===== config.mk =====
export PLATFORM = sky130hd
export DESIGN_NAME = tmr_host_if
export DESIGN_NICKNAME = d
export VERILOG_FILES = /design/src/rtl/tmr_if_pkg.sv /design/src/rtl/tmr_bus_decode.sv /design/src/rtl/tmr_chan_regs.sv /design/src/rtl/tmr_rd_mux.sv /design/src/rtl/tmr_host_if.sv
export SDC_FILE = /design/constraint.sdc
export NUM_CORES = 1
export LEC_CHECK = 0
export ABC_AREA = 1
export BUFFER_PORTS_ARGS = -buffer_cell sky130_fd_sc_hd__buf_2
export CAP_MARGIN = 20
export CORE_UTILIZATION = 30
export DETAILED_ROUTE_END_ITERATION = 10
export SLEW_MARGIN = 10
export SYNTH_ARGS = -nofsm -noshare
export SYNTH_HDL_FRONTEND = slang
export SYNTH_HIERARCHICAL = 1
export SYNTH_SLANG_ARGS = --single-unit

===== constraint.sdc =====
create_clock -name clk -period 4.42 [get_ports clk]
set_clock_uncertainty 0.2 [all_clocks]
set_input_delay 0.221 -clock clk [delete_from_list [all_inputs] [get_ports clk]]
set_output_delay 0.221 -clock clk [all_outputs]
set_load 0.005 [all_outputs]

===== src/rtl/tmr_if_pkg.sv =====
// Package: shared types and helpers for the timer host register interface.
// Assumes a byte-wide control word with fields at fixed bit positions.
package tmr_if_pkg;

    // Access code carried in control word bits 5:4
    typedef enum logic [1:0] {
        ACC_LATCH = 2'b00,
        ACC_LO    = 2'b01,
        ACC_HI    = 2'b10,
        ACC_LOHI  = 2'b11
    } acc_e;

    // Stored per-channel configuration
    typedef struct packed {
        acc_e       acc;
        logic [2:0] mode;
        logic       bcd;
    } chan_cfg_t;

    localparam chan_cfg_t CFG_RESET = '{acc: ACC_LO, mode: 3'd0, bcd: 1'b0};

    // Mode codes 6 and 7 alias modes 2 and 3
    function automatic logic [2:0] fold_mode(input logic [2:0] m);
        return (m[2] & m[1]) ? {1'b0, m[1:0]} : m;
    endfunction

endpackage


===== src/rtl/tmr_bus_decode.sv =====
// Module: tmr_bus_decode
// Turns the host strobes, address and control-word fields into one-hot
// per-channel access requests. Purely combinational; at most one request
// is active per cycle. Assumes the control address is the top address code.
module tmr_bus_decode #(
    parameter int NUM_CH = 3,
    parameter int ADDR_W = 2
) (
    input  logic              cs_n,
    input  logic              rd_n,
    input  logic              wr_n,
    input  logic [ADDR_W-1:0] addr,
    input  logic [1:0]        cw_sel,
    input  logic [1:0]        cw_acc,
    output logic [NUM_CH-1:0] cfg_wr,
    output logic [NUM_CH-1:0] latch_cmd,
    output logic [NUM_CH-1:0] cnt_wr,
    output logic [NUM_CH-1:0] cnt_rd
);
    localparam logic [ADDR_W-1:0] CTL_ADDR = '1;

    logic acc_ok;
    logic is_wr;
    logic is_rd;
    logic ctl_hit;

    // Qualify a single-strobe access under chip select
    always_comb begin
        acc_ok  = ~cs_n & (rd_n ^ wr_n);
        is_wr   = acc_ok & ~wr_n;
        is_rd   = acc_ok & ~rd_n;
        ctl_hit = (addr == CTL_ADDR);
    end

    for (genvar i = 0; i < NUM_CH; i++) begin : g_ch
        // Per-channel request decode
        always_comb begin
            cnt_wr[i]    = is_wr & ~ctl_hit & (addr == ADDR_W'(i));
            cnt_rd[i]    = is_rd & ~ctl_hit & (addr == ADDR_W'(i));
            cfg_wr[i]    = is_wr & ctl_hit & (cw_sel == 2'(i)) & (cw_acc != 2'b00);
            latch_cmd[i] = is_wr & ctl_hit & (cw_sel == 2'(i)) & (cw_acc == 2'b00);
        end
    end

endmodule


===== src/rtl/tmr_chan_regs.sv =====
// Module: tmr_chan_regs
// Holds one channel's configuration, its write byte sequencer, its read
// byte pointer and its count snapshot. Produces one-cycle registered
// pulses for mode set, first byte and completed load. Assumes at most one
// of its request inputs is high per cycle.
module tmr_chan_regs
    import tmr_if_pkg::*;
#(
    parameter int DATA_W = 8,
    parameter int CNT_W  = 2 * DATA_W
) (
    input  logic              clk,
    input  logic              rst_n,
    input  logic              cfg_wr,
    input  logic              latch_cmd,
    input  logic              cnt_wr,
    input  logic              cnt_rd,
    input  logic [5:0]        cw_field,
    input  logic [DATA_W-1:0] wbyte,
    input  logic [CNT_W-1:0]  count_in,
    output chan_cfg_t         cfg,
    output logic [DATA_W-1:0] rd_byte,
    output logic              first_stb,
    output logic              load_stb,
    output logic [CNT_W-1:0]  load_val,
    output logic              mset_stb
);
    chan_cfg_t         cfg_q;
    logic              wr_hi_q;
    logic [DATA_W-1:0] lo_hold_q;
    logic              rd_hi_q;
    logic              latched_q;
    logic [CNT_W-1:0]  snap_q;
    logic [CNT_W-1:0]  rd_src;
    logic              take_hi;

    assign cfg = cfg_q;

    // Select the byte returned by a read of this channel
    always_comb begin
        rd_src  = latched_q ? snap_q : count_in;
        take_hi = (cfg_q.acc == ACC_HI) | ((cfg_q.acc == ACC_LOHI) & rd_hi_q);
        rd_byte = take_hi ? rd_src[CNT_W-1:DATA_W] : rd_src[DATA_W-1:0];
    end

    // Configuration, snapshot and byte-pointer state with output pulses
    always_ff @(posedge clk) begin
        if (!rst_n) begin
            cfg_q     <= CFG_RESET;
            wr_hi_q   <= 1'b0;
            lo_hold_q <= '0;
            rd_hi_q   <= 1'b0;
            latched_q <= 1'b0;
            snap_q    <= '0;
            first_stb <= 1'b0;
            load_stb  <= 1'b0;
            load_val  <= '0;
            mset_stb  <= 1'b0;
        end else begin
            first_stb <= 1'b0;
            load_stb  <= 1'b0;
            mset_stb  <= 1'b0;
            if (cfg_wr) begin
                cfg_q.acc  <= acc_e'(cw_field[5:4]);
                cfg_q.mode <= fold_mode(cw_field[3:1]);
                cfg_q.bcd  <= cw_field[0];
                wr_hi_q    <= 1'b0;
                rd_hi_q    <= 1'b0;
                latched_q  <= 1'b0;
                mset_stb   <= 1'b1;
            end else if (latch_cmd) begin
                if (!latched_q) begin
                    latched_q <= 1'b1;
                    snap_q    <= count_in;
                end
            end else if (cnt_wr) begin
                unique case (cfg_q.acc)
                    ACC_LO: begin
                        load_stb <= 1'b1;
                        load_val <= {{DATA_W{1'b0}}, wbyte};
                    end
                    ACC_HI: begin
                        load_stb <= 1'b1;
                        load_val <= {wbyte, {DATA_W{1'b0}}};
                    end
                    ACC_LOHI: begin
                        if (!wr_hi_q) begin
                            lo_hold_q <= wbyte;
                            wr_hi_q   <= 1'b1;
                            first_stb <= 1'b1;
                        end else begin
                            load_stb <= 1'b1;
                            load_val <= {wbyte, lo_hold_q};
                            wr_hi_q  <= 1'b0;
                        end
                    end
                    default: ;
                endcase
            end else if (cnt_rd) begin
                if (cfg_q.acc == ACC_LOHI) begin
                    rd_hi_q <= ~rd_hi_q;
                    if (rd_hi_q) latched_q <= 1'b0;
                end else begin
                    latched_q <= 1'b0;
                end
            end
        end
    end

    AST_MSET_FROM_CW: assert property (@(posedge clk) disable iff (!rst_n)
        mset_stb |-> $past(cfg_wr));
    AST_LOAD_FROM_WR: assert property (@(posedge clk) disable iff (!rst_n)
        load_stb |-> $past(cnt_wr));
    AST_FIRST_ONLY_LOHI: assert property (@(posedge clk) disable iff (!rst_n)
        first_stb |-> (cfg_q.acc == ACC_LOHI && wr_hi_q));
    AST_READ_NO_PULSE: assert property (@(posedge clk) disable iff (!rst_n)
        cnt_rd |=> (!load_stb && !first_stb && !mset_stb));
    AST_SNAP_FROZEN: assert property (@(posedge clk) disable iff (!rst_n)
        (latched_q && !cnt_rd && !cfg_wr) |=> (latched_q && $stable(snap_q)));

endmodule


===== src/rtl/tmr_rd_mux.sv =====
// Module: tmr_rd_mux
// Returns the byte of the channel being read, or zero when no channel read
// is active. Assumes the select vector is one-hot or zero.
module tmr_rd_mux #(
    parameter int NUM_CH = 3,
    parameter int DATA_W = 8
) (
    input  logic [NUM_CH-1:0]        rd_sel,
    input  logic [NUM_CH*DATA_W-1:0] ch_bytes,
    output logic [DATA_W-1:0]        rdata
);
    // AND-OR merge of the selected channel byte
    always_comb begin
        rdata = '0;
        for (int i = 0; i < NUM_CH; i++) begin
            rdata = rdata | (ch_bytes[i*DATA_W +: DATA_W] & {DATA_W{rd_sel[i]}});
        end
    end

endmodule


===== src/rtl/tmr_host_if.sv =====
// Module: tmr_host_if
// Host register front end of a three-channel interval timer: decodes the
// byte bus, keeps per-channel configuration and byte sequencing, and
// serves live or frozen counts. Assumes a synchronous bus where each cycle
// with chip select and one strobe low is one access.
module tmr_host_if
    import tmr_if_pkg::*;
#(
    parameter int DATA_W = 8,
    parameter int NUM_CH = 3,
    parameter int ADDR_W = 2,
    parameter int CNT_W  = 2 * DATA_W
) (
    input  logic                     clk,
    input  logic                     rst_n,
    input  logic                     cs_n,
    input  logic                     rd_n,
    input  logic                     wr_n,
    input  logic [ADDR_W-1:0]        addr,
    input  logic [DATA_W-1:0]        wdata,
    output logic [DATA_W-1:0]        rdata,
    input  logic [NUM_CH*CNT_W-1:0]  count_in,
    output logic [NUM_CH-1:0]        first_stb,
    output logic [NUM_CH-1:0]        load_stb,
    output logic [NUM_CH*CNT_W-1:0]  load_val,
    output logic [NUM_CH-1:0]        mset_stb,
    output logic [NUM_CH*2-1:0]      cfg_acc,
    output logic [NUM_CH*3-1:0]      cfg_mode,
    output logic [NUM_CH-1:0]        cfg_bcd
);
    logic [NUM_CH-1:0]        cfg_wr;
    logic [NUM_CH-1:0]        latch_cmd;
    logic [NUM_CH-1:0]        cnt_wr;
    logic [NUM_CH-1:0]        cnt_rd;
    logic [NUM_CH*DATA_W-1:0] ch_bytes;

    tmr_bus_decode #(
        .NUM_CH (NUM_CH),
        .ADDR_W (ADDR_W)
    ) i_decode (
        .cs_n      (cs_n),
        .rd_n      (rd_n),
        .wr_n      (wr_n),
        .addr      (addr),
        .cw_sel    (wdata[7:6]),
        .cw_acc    (wdata[5:4]),
        .cfg_wr    (cfg_wr),
        .latch_cmd (latch_cmd),
        .cnt_wr    (cnt_wr),
        .cnt_rd    (cnt_rd)
    );

    AST_ONE_ACCESS: assert property (@(posedge clk) disable iff (!rst_n)
        $onehot0({cfg_wr, latch_cmd, cnt_wr, cnt_rd}));

    for (genvar i = 0; i < NUM_CH; i++) begin : g_chan
        chan_cfg_t cfg_i;

        tmr_chan_regs #(
            .DATA_W (DATA_W),
            .CNT_W  (CNT_W)
        ) i_chan (
            .clk       (clk),
            .rst_n     (rst_n),
            .cfg_wr    (cfg_wr[i]),
            .latch_cmd (latch_cmd[i]),
            .cnt_wr    (cnt_wr[i]),
            .cnt_rd    (cnt_rd[i]),
            .cw_field  (wdata[5:0]),
            .wbyte     (wdata),
            .count_in  (count_in[i*CNT_W +: CNT_W]),
            .cfg       (cfg_i),
            .rd_byte   (ch_bytes[i*DATA_W +: DATA_W]),
            .first_stb (first_stb[i]),
            .load_stb  (load_stb[i]),
            .load_val  (load_val[i*CNT_W +: CNT_W]),
            .mset_stb  (mset_stb[i])
        );

        // Flatten the channel configuration onto the output buses
        always_comb begin
            cfg_acc[i*2 +: 2]  = cfg_i.acc;
            cfg_mode[i*3 +: 3] = cfg_i.mode;
            cfg_bcd[i]         = cfg_i.bcd;
        end
    end

    tmr_rd_mux #(
        .NUM_CH (NUM_CH),
        .DATA_W (DATA_W)
    ) i_rd_mux (
        .rd_sel   (cnt_rd),
        .ch_bytes (ch_bytes),
        .rdata    (rdata)
    );

endmodule


==> flow_summary.toml <==
[yosys]
synthTopCellsByArea = "dfxtp_1 (40%), nand2_1 (14%), nor2_1 (8.6%)"
syn_avg_cell_area_sq_um = 6.69
yosysWarnings = 6
synth-seq-cells = 156
synth_top_area_share_pct = 39.8
synth.distinct_cells = 29
synth_largest_area_cell = "dfxtp_1"
syn_inst = 1173
synthesis.area_sq_mm = 0.00785
syn-num-nets = 1248
synth-seq-area-share_pct = 39.8

[place]
port_buffers = 145
gp_congestion = 0.798
hpwl_mm = 15.3
dp.cells = 1604
place_ws_ns = 1.83

[worst_setup_path]
arrival_ns = 2.51
crit_chain = "ha_1 > nand2_1 > nand2_1 > mux2i_1 > nand2_1 > nand3_1 > buf_2"
crit_path_max_fanout = 13
worst_path_most_repeated_cell = "nand2_1"
critPathKind = "flip-flop to primary output"
slowest_delay_ns = 0.54
critPathRequiredTime_ns = 4.00
crit_buf_inv = 1
slowest_stage = "ha_1"
setup.worst_path.start_class = "flip-flop"
critPathCaptureType = "primary output"
critical-path-top-delay-family = "simple AND/OR/NAND/NOR gates"

[pwr]
seqPwrFrac_pct = 43.7
ir_drop_mv = 0.183
power.switching_mw = 0.742
clock_power_share_pct = 49.8
p_leak_nw = 4.66
total_power_mw = 3.26
switching_share_pct = 22.8
p_int_mw = 2.52
power_density_mw_per_mm2 = 341
combPwrFrac_pct = 6.6

[grt]
grt_pass1_vias = 6670
overflow = 0
grt_pass1_wl_mm = 35.0
grt_usage_pct = 16.6
grt_antenna_before_repair = 2
grt_max_degree = 84

[sta]
final.period_utilization_pct = 66.4
rsz0062_at_grt = "no"
min_period_ns = 2.94
final.setup.worst_slack_ns = 1.48
finalHoldViolCount = 0
tightest_slew_ns = 0.929
finalSetupTns_ns = 0
max_freq_ghz = 0.341
slew_headroom_pct = 38.1
final_max_slew_viol_count = 0
finalSetupViolations = 0

[floorplan]
die-area_sq_mm = 0.0268
die_w_microns = 164
core_sq_mm = 0.0254
num_rows = 58
chipHeight_microns = 164
start_util_pct = 30.9
top_level_ports = 146

[cts]
clk_pin_slew_worst_paths_ns = 0.06
cts_buffers = 17
clk-insertion-delay-late_ns = 0.41
cts_tree = "done"
cts_setup_buffers = 0
clockBufferDepth = 2
h-tree-depth = 4
cts_num_sinks = 156
clock-root-buffer = "clkbuf_16"

[detailed_routing]
post_drt_wl_per_cell_microns = 13.3
vias_per_cell = 4.51
finalWirelength_mm = 22.0
dr.pass1.iters = 5
drc_errors = 0
ant_nets = 0
drt_iter0_drc = 432
vias = 7438

[layout]
multiInputGateArea_sq_mm = 0.00395
antenna_cells = 0
layout.nets = 1382
seq_area_sq_mm = 0.00312
layoutNonFillerInstCount = 1650
drive_gt1_share_pct = 20.1
utilization_pct = 37.7
area_delta_synth_final_pct = 21.8
n_fill_cell = 2695

[job]
maxCapViolCount = 0

[min_path]
hold_class = "primary input to flip-flop"

[outcome]
outcome = "finished, final reports clean"
-- synthesized netlist by cell type (all sizes together) --
library cell	instances
dfxtp	156
nand4	3
buf	35
mux2i	16
a31oi	3
nor3	1
nor4	3
clkbuf	12
or2	40
a21oi	61
nand3	59
inv	140
ha	12
nor2	202
a22o	6
o21ai	129
nand2	294
nand3b	1
-- path summary, 6_finish.rpt --
path / startpoint / to / slack (ns) / depth (start not counted)
max: g_chan[0].i_chan/cfg[5] / rdata[4] / 1.48 / 7
min: count_in[29] / g_chan[1].i_chan/snap_q[13] / 0.03 / 4
max reg2reg: g_chan[2].i_chan/cfg[5] / g_chan[2].i_chan/load_val[7] / 2.40 / 6
min reg2reg: g_chan[2].i_chan/cfg[3] / g_chan[2].i_chan/cfg[3] / 0.25 / 2
-- registers in the layout, summed over array words and instances, names as in the netlist --
register / count
g_chan.i_chan/load_val: 48
g_chan.i_chan/lo_hold_q: 24
g_chan.i_chan/mset_stb: 3
g_chan.i_chan/latched_q: 3
g_chan.i_chan/rd_hi_q: 3
g_chan.i_chan/wr_hi_q: 3
g_chan.i_chan/snap_q: 48
g_chan.i_chan/load_stb: 3
g_chan.i_chan/first_stb: 3
g_chan.i_chan/cfg: 18
-- worst min-delay path: cells and delay by family --
family	cells	cell delay (ns)
buffers and inverters	1	0.07
AND/OR/NAND/NOR	1	0.09
AO/OA/AOI/OAI	2	0.22
-- what timing repair did --
item                      CTS  global route
gates resized for setup     0             0
hold endpoints to repair   14             0
hold buffers               12             0
-- final cells by class --
cell class / count / share of cell area (%)
multi-input combinational: 830 / 41.3
sequential: 156 / 32.6
timing repair buffer: 162 / 9.42
inverter: 140 / 5.49
clock buffer: 21 / 5.02
tap: 330 / 4.32
clock inverter: 11 / 1.84
-- per-stage QoR --
stage	cell area (sq um)	hold WS [ns]
CTS	9540	0.00525
global placement	8760	0.234
detailed placement	8760	0.241
global route	9570	0.0276
finish	9570	0.0256
floorplan	7850	0.131
-- kinds of logic (layout without fill, tap and decap cells) --
kind of cell | after synthesis | count (layout) | synth area share [%]
buf+inv | 187 | 334 | 9.94
flops | 156 | 156 | 39.8
fa+ha+maj | 12 | 12 | 1.91
compound gates | 199 | 199 | 13.0
mux | 16 | 16 | 2.04
simple gates | 603 | 603 | 33.3
-- power by group through the flow --
| stage | registers [mW] | logic [mW] | clock network [mW] |
|---|---|---|---|
| after floorplan | 1.46 | 0.119 | 0 |
| after global placement | 1.45 | 0.206 | 0 |
| after detailed placement | 1.45 | 0.207 | 0 |
| after CTS | 1.42 | 0.216 | 1.67 |
| after global routing | 1.42 | 0.241 | 1.72 |
| final | 1.42 | 0.214 | 1.62 |
-- cell usage in the layout, fill, tap and decap left out --
| cell | instances |
|---|---|
| ha_1 | 12 |
| clkinv_2 | 1 |
| a21oi_1 | 61 |
| nand3b_1 | 1 |
| clkinvlp_4 | 1 |
| nand2_4 | 2 |
| nand2_2 | 1 |
| mux2i_1 | 16 |
| nor2_2 | 16 |
| a22o_1 | 6 |
| or2_2 | 40 |
| inv_6 | 4 |
| nand3_4 | 3 |
| inv_1 | 127 |
| nand3_1 | 56 |
| nor2_4 | 7 |
| buf_8 | 2 |
| nor4_1 | 3 |
| buf_2 | 144 |
| clkbuf_16 | 17 |
| nor3_4 | 1 |
| nor2_1 | 179 |
| clkbuf_8 | 4 |
| dfxtp_1 | 156 |
| bufinv_16 | 4 |
| buf_4 | 4 |
| a31oi_1 | 3 |
| clkinv_4 | 1 |
| o21ai_0 | 113 |
| nand2_1 | 291 |
| o21ai_1 | 16 |
| inv_2 | 13 |
| nand4_1 | 3 |
| dlygate4sd3_1 | 12 |
-- layer usage --
layer	vias up	global-route usage [%]	share of wire (%)
li1	3946	-	-
met2	168	26.1	46
met1	3305	22.8	49
met5	-	0	0.10
met4	4	5.22	0.91
met3	15	2.93	4.0
No activity file was read; power rests on OpenSTA's default activity.
